==> config.mk <==
export PLATFORM = sky130hd
export DESIGN_NAME = cfg_bridge
export DESIGN_NICKNAME = d
export VERILOG_FILES = /design/src/rtl/cfgbr_pkg.sv /design/src/rtl/cfgbr_addr_reg.sv /design/src/rtl/cfgbr_lane.sv /design/src/rtl/cfgbr_seq.sv /design/src/rtl/cfg_bridge.sv
export SDC_FILE = /design/constraint.sdc
export NUM_CORES = 1
export LEC_CHECK = 0
export CORE_MARGIN = 1
export CORE_UTILIZATION = 40
export CTS_CLUSTER_SIZE = 30
export DETAILED_ROUTE_END_ITERATION = 16
export GPL_TIMING_DRIVEN = 0
export PLACE_DENSITY = 0.82
export SLEW_MARGIN = 20
export SYNTH_ARGS = -nofsm -noshare
export SYNTH_HDL_FRONTEND = slang
export SYNTH_SLANG_ARGS = --single-unit
==> constraint.sdc <==
create_clock -name clk -period 5 [get_ports clk]
set_clock_uncertainty 0.15 [all_clocks]
set_input_delay 1 -clock clk [delete_from_list [all_inputs] [get_ports clk]]
set_output_delay 1 -clock clk [all_outputs]
set_load 0.02 [all_outputs]
==> src/rtl/cfgbr_pkg.sv <==
package cfgbr_pkg;

    localparam int WORD_W  = 32;
    localparam int LANES   = WORD_W / 8;
    localparam int LANE_AW = $clog2(LANES);
    localparam int BUS_W   = 8;
    localparam int DEV_W   = 5;
    localparam int FN_W    = 3;
    localparam int OFF_W   = 8;

    typedef enum logic [1:0] {
        SZ_BYTE = 2'b00,
        SZ_HALF = 2'b01,
        SZ_WORD = 2'b10,
        SZ_ODD  = 2'b11
    } acc_size_e;

    typedef enum logic [1:0] {
        ST_IDLE,
        ST_REQ,
        ST_WAIT,
        ST_DONE
    } seq_e;

    typedef struct packed {
        logic [BUS_W-1:0] bus;
        logic [DEV_W-1:0] dev;
        logic [FN_W-1:0]  fn;
        logic [OFF_W-1:0] off;
    } tgt_t;

    function automatic logic [WORD_W-1:0] bswap32(input logic [WORD_W-1:0] v);
        return {v[7:0], v[15:8], v[23:16], v[31:24]};
    endfunction

    function automatic logic [LANE_AW-1:0] lane_shift(input acc_size_e s,
                                                      input logic [LANE_AW-1:0] a);
        case (s)
            SZ_BYTE: return a;
            SZ_HALF: return {a[1], 1'b0};
            default: return '0;
        endcase
    endfunction

    function automatic logic [LANES-1:0] size_be(input acc_size_e s,
                                                 input logic [LANE_AW-1:0] a);
        logic [LANES-1:0] base;
        case (s)
            SZ_BYTE: base = 4'b0001;
            SZ_HALF: base = 4'b0011;
            default: base = 4'b1111;
        endcase
        return base << lane_shift(s, a);
    endfunction

    function automatic logic [WORD_W-1:0] size_mask(input acc_size_e s);
        case (s)
            SZ_BYTE: return 32'h0000_00FF;
            SZ_HALF: return 32'h0000_FFFF;
            default: return 32'hFFFF_FFFF;
        endcase
    endfunction

endpackage

==> src/rtl/cfgbr_addr_reg.sv <==
module cfgbr_addr_reg
    import cfgbr_pkg::*;
(
    input  logic              clk,
    input  logic              rst,
    input  logic              swap,
    input  logic              wr_en,
    input  logic [WORD_W-1:0] wdata,
    output logic [WORD_W-1:0] rdata,
    output tgt_t              tgt
);

    logic [WORD_W-1:0] stored;
    logic [7:0]        unused_hi;

    always_ff @(posedge clk) begin
        if (rst)        stored <= '0;
        else if (wr_en) stored <= swap ? bswap32(wdata) : wdata;
    end

    assign rdata     = swap ? bswap32(stored) : stored;
    assign tgt       = tgt_t'(stored[BUS_W+DEV_W+FN_W+OFF_W-1:0]);
    assign unused_hi = stored[WORD_W-1:BUS_W+DEV_W+FN_W+OFF_W];

    // the latch only moves on an explicit latch write
    assert_latch_hold_R2: assert property (@(posedge clk) disable iff (rst)
        !wr_en |=> $stable(stored));

endmodule

==> src/rtl/cfgbr_lane.sv <==
module cfgbr_lane
    import cfgbr_pkg::*;
(
    input  acc_size_e          size,
    input  logic [LANE_AW-1:0] lane,
    input  logic [OFF_W-1:0]   tgt_off,
    input  logic [WORD_W-1:0]  cpu_wdata,
    input  logic [WORD_W-1:0]  rsp_data,
    input  logic               rsp_present,
    output logic [OFF_W-1:0]   off,
    output logic [LANES-1:0]   be,
    output logic [WORD_W-1:0]  dn_wdata,
    output logic [WORD_W-1:0]  rd_word
);

    logic [LANE_AW-1:0] sh;
    logic [WORD_W-1:0]  mask;

    always_comb begin
        off      = {tgt_off[OFF_W-1:LANE_AW], tgt_off[LANE_AW-1:0] | lane};
        sh       = lane_shift(size, off[LANE_AW-1:0]);
        be       = size_be(size, off[LANE_AW-1:0]);
        mask     = size_mask(size);
        dn_wdata = cpu_wdata << {sh, 3'b000};
        rd_word  = rsp_present ? ((rsp_data >> {sh, 3'b000}) & mask) : mask;
    end

endmodule

==> src/rtl/cfgbr_seq.sv <==
module cfgbr_seq
    import cfgbr_pkg::*;
(
    input  logic clk,
    input  logic rst,
    input  logic cpu_req,
    input  logic cpu_sel,
    input  logic cpu_we,
    input  logic dn_ready,
    input  logic rsp_valid,
    output logic addr_wr,
    output logic cpu_ready,
    output logic dn_valid,
    output logic cap
);

    seq_e st, st_nx;

    always_ff @(posedge clk) begin
        if (rst) st <= ST_IDLE;
        else     st <= st_nx;
    end

    always_comb begin
        st_nx     = st;
        addr_wr   = 1'b0;
        cpu_ready = 1'b0;
        dn_valid  = 1'b0;
        cap       = 1'b0;
        case (st)
            ST_IDLE: begin
                if (cpu_req && !cpu_sel) begin
                    cpu_ready = 1'b1;
                    addr_wr   = cpu_we;
                end else if (cpu_req) begin
                    st_nx = ST_REQ;
                end
            end
            ST_REQ: begin
                dn_valid = 1'b1;
                if (dn_ready) st_nx = ST_WAIT;
            end
            ST_WAIT: begin
                if (rsp_valid) begin
                    cap   = 1'b1;
                    st_nx = ST_DONE;
                end
            end
            default: begin
                cpu_ready = 1'b1;
                st_nx     = ST_IDLE;
            end
        endcase
    end

    // a response is only taken after its request was accepted
    assert_cap_after_req_R11: assert property (@(posedge clk) disable iff (rst)
        cap |-> !dn_valid && !cpu_ready);

endmodule

==> src/rtl/cfg_bridge.sv <==
module cfg_bridge
    import cfgbr_pkg::*;
(
    input  logic        clk,
    input  logic        rst,
    input  logic        swap_mode,
    input  logic        cpu_req,
    input  logic        cpu_sel,
    input  logic        cpu_we,
    input  logic [1:0]  cpu_size,
    input  logic [1:0]  cpu_lane,
    input  logic [31:0] cpu_wdata,
    output logic        cpu_ready,
    output logic [31:0] cpu_rdata,
    output logic        dn_valid,
    input  logic        dn_ready,
    output logic [7:0]  dn_bus,
    output logic [4:0]  dn_dev,
    output logic [2:0]  dn_fn,
    output logic [7:0]  dn_off,
    output logic [3:0]  dn_be,
    output logic [31:0] dn_wdata,
    output logic        dn_we,
    input  logic        rsp_valid,
    input  logic [31:0] rsp_data,
    input  logic        rsp_present
);

    acc_size_e         size;
    tgt_t              tgt;
    logic              addr_wr, cap;
    logic [WORD_W-1:0] addr_rdata, rd_word, data_q;

    assign size = acc_size_e'(cpu_size);

    cfgbr_addr_reg u_addr (
        .clk   (clk),
        .rst   (rst),
        .swap  (swap_mode),
        .wr_en (addr_wr),
        .wdata (cpu_wdata),
        .rdata (addr_rdata),
        .tgt   (tgt)
    );

    cfgbr_lane u_lane (
        .size        (size),
        .lane        (cpu_lane),
        .tgt_off     (tgt.off),
        .cpu_wdata   (cpu_wdata),
        .rsp_data    (rsp_data),
        .rsp_present (rsp_present),
        .off         (dn_off),
        .be          (dn_be),
        .dn_wdata    (dn_wdata),
        .rd_word     (rd_word)
    );

    cfgbr_seq u_seq (
        .clk       (clk),
        .rst       (rst),
        .cpu_req   (cpu_req),
        .cpu_sel   (cpu_sel),
        .cpu_we    (cpu_we),
        .dn_ready  (dn_ready),
        .rsp_valid (rsp_valid),
        .addr_wr   (addr_wr),
        .cpu_ready (cpu_ready),
        .dn_valid  (dn_valid),
        .cap       (cap)
    );

    always_ff @(posedge clk) begin
        if (rst)      data_q <= '0;
        else if (cap) data_q <= cpu_we ? '0 : rd_word;
    end

    assign dn_bus    = tgt.bus;
    assign dn_dev    = tgt.dev;
    assign dn_fn     = tgt.fn;
    assign dn_we     = cpu_we;
    assign cpu_rdata = cpu_sel ? data_q : addr_rdata;

    // request is held with stable fields until accepted
    assert_req_hold_R11: assert property (@(posedge clk) disable iff (rst)
        dn_valid && !dn_ready |=> dn_valid &&
        $stable({dn_bus, dn_dev, dn_fn, dn_off, dn_be, dn_wdata, dn_we}));

    // processor never completes while a request is outstanding
    assert_no_early_ready_R11: assert property (@(posedge clk) disable iff (rst)
        dn_valid |-> !cpu_ready);

    // latch accesses never reach downstream
    assert_latch_local_R12: assert property (@(posedge clk) disable iff (rst)
        cpu_req && !cpu_sel && cpu_ready |-> !dn_valid);

    // a byte access enables exactly one lane
    assert_byte_one_lane_R6: assert property (@(posedge clk) disable iff (rst)
        dn_valid && size == SZ_BYTE |-> $countones(dn_be) == 1);

    // unclaimed read completes with all ones over the access width
    assert_absent_fill_R8: assert property (@(posedge clk) disable iff (rst)
        $past(cap && !rsp_present && !cpu_we) && cpu_sel |->
        (cpu_rdata & size_mask(size)) == size_mask(size));

endmodule

==> metrics.cfg <==
[outcome]
outcome = completed

[clock_network]
cts_buffers = 9
cts_tree = built
clk_latency_ns = 0.33
cts_resized = 0
cts_max_level = 3
hold_buffers = 0
cts_buffer_depth = 2
cts.sinks = 66
cts_setup_buffers = 0
root_buffer = clkbuf_16
path_clk_slew_ns = 0.06

[routing]
routed_wl_um = 18000
first_pass_iters = 4
num_vias = 5099
drc = 0
wl_per_cell_um = 19.7
routed_via_density = 5.59
initialDrtViolationCount = 236
ant_nets = 0

[yosys]
synth_area_mm2 = 0.00463
synth-simple-area-share = 0.211
synth-adder-area-share = 0.0108
muxShareOfSynthArea = 0.160
synth_top_family_by_area = compound AO/OA/AOI/OAI gates
yosysUniqueCellTypes = 40
syn-num-nets = 668
synth_xor_area_frac = 0
syn_inst = 587
synth_compound_area_frac = 0.234
synth_top_flop_cell = dfxtp_1
yosys_warnings = 0
yosysSeqAreaShare = 0.285
synth_area_per_cell_um2 = 7.89
async_reset_ff_frac = 0
synth-seq-cells = 66
synth-edff-count = 0

[worst_setup_path]
worstPathCellList = clkdlybuf4s50_1 -> nor2_4 -> nand2_4 -> buf_2 -> nor2_2 -> o2bb2ai_1 -> clkdlybuf4s50_1
critPathKind = in -> out
cpMaxStageDelayCell = clkdlybuf4s50_1
start_kind = input port
path_buf_inv = 3
critPathMostFrequentCell = clkdlybuf4s50_1
cp_max_fo = 10
worst_path_dominant_cell_family = buffers and inverters
crit_path_end_kind = output port
cp_slowest_stage_delay_ns = 0.64
arrival_ns = 3.51
cp.required_ns = 3.85

[finish]
layoutNonFillerInstCount = 912
area_growth_pct = 47.2
multiInputGateArea_mm2 = 0.00285
layout_commonest_cell = clkdlybuf4s50_1
final-seq-area_mm2 = 0.00132
n_antenna_cell = 0
fill_cells = 982
drive_gt1_frac = 0.110
nets = 848
final_cell_mix = clkdlybuf4s50_1 (169), nand2_1 (99), mux2i_1 (74), dfxtp_1 (66)

[place]
post-dp-hpwl_um = 14200
numPortBuffers = 169
gp_congestion = 1.00
post-place-cells = 896

[die]
die_h_um = 110
core_area_mm2 = 0.0111
pin_count = 172
die_x_um = 110
initial_core_util = 0.418
rows = 38
die_area_mm2 = 0.0120

[timing]
finalMaxSlewViolations = 0
tightest_slew_ns = 0.741
hold_violations = 0
relSlewSlack = 0.506
fin_crit_sh = 0.931
fmax_ghz = 0.215
period_minus_slack_ns = 4.66
setup_viol = 0
rsz0062_at_grt = false
finalSetupTns_ns = 0

[global_routing]
grt_start_max_net_pins = 12
grt_pass1_wl_um = 26600
grt_antenna_before_repair = 0
gr-total-overflow = 0
grt_usage = 0.294
grt_pass1_vias = 5016

[pwr]
peakVddDrop_mv = 0.189
leakagePower_nw = 2.73
p_per_area_mw_per_mm2 = 301

[flow_run]
maxCapViolCount = 0

[min_path]
min_path_type = reg -> reg

## stage by stage
stage	total power [mW]	cell area, um2	worst slack (ns)	utilization	hold slack [ns]
global route	2.13	6820	0.266	0.616	0.321
floorplan	1.04	4630	1.81	-	0.275
finish	2.05	6820	0.344	0.616	0.308
CTS	2.05	6820	0.419	0.616	0.307
global placement	1.36	6500	0.418	0.587	0.290
detailed placement	1.37	6500	0.422	0.587	0.298
## state kept, by name (all words and copies together), names as in the netlist
name / cells
data_q: 32
u_addr.stored: 32
u_seq.st: 2
## logic make-up (layout without fill, tap and decap cells)
family,count (synthesis),count (layout)
buffers and inverters,78,263
DFF,66,66
muxes,74,74
and+or+nand+nor,211,211
AOI/OAI and AO/OA,154,154
adders and majority gates,4,4
## synthesized netlist by cell type (4+ instances only)
library cell  number  area share
a2111oi_2          8       0.026
a211oi_1          47       0.076
a21oi_1           26       0.028
a22o_1             8       0.015
and2_1             8       0.011
and3_1            23       0.031
buf_2             19       0.021
buf_4             26       0.042
buf_6              6       0.015
clkbuf_1          16       0.013
dfxtp_1           66        0.29
ha_1               4       0.011
inv_1              8      0.0065
mux2i_1           74        0.16
nand2_1           99       0.080
nand3_1            8      0.0086
nor2_1            47       0.038
nor2b_1            8       0.011
nor3_1             8      0.0086
o21ai_0           40       0.043
o21bai_1           4      0.0065
o2bb2ai_1          8       0.015
o31ai_1            8       0.013
## worst min-delay path, delay by kind of cell, from the launching register on
kind,cells,cell delay (ns)
compound gates,1,0.05
flops,1,0.31
simple gates,1,0.05
## worst paths after layout
check	from	endpoint	slack, ns	cells past startpoint
worst max-delay path	cpu_size[1]	dn_wdata[17]	0.34	7
worst min-delay path	data_q[24]	data_q[24]	0.31	2
worst min register to register	data_q[24]	data_q[24]	0.31	2
worst max register to register	u_seq.st[0]	data_q[2]	2.71	6
## metal layers
layer	track usage	vias to the layer above	wire length [um]
met3	0.0528	37	1420
met4	0.116	0	515
met1	0.366	2386	7570
met2	0.502	238	8480
li1	-	2438	-
met5	0	-	0
## cell type report
cell class	count	share of cell area
multi-input cells	443	0.418
repair buffers	169	0.248
flip-flops and latches	66	0.194
plain buffers	70	0.0631
clock buffers	11	0.0356
well taps	140	0.0257
clock inverters	5	0.0114
inverters	8	0.00440
## power breakdown
group          internal, mW  total (mW)  switching (mW)
registers             0.573       0.623          0.0502
clock network         0.448       0.686           0.237
logic                 0.349       0.745           0.396
total                  1.37        2.05           0.684
(Power assumes the default switching activity.)
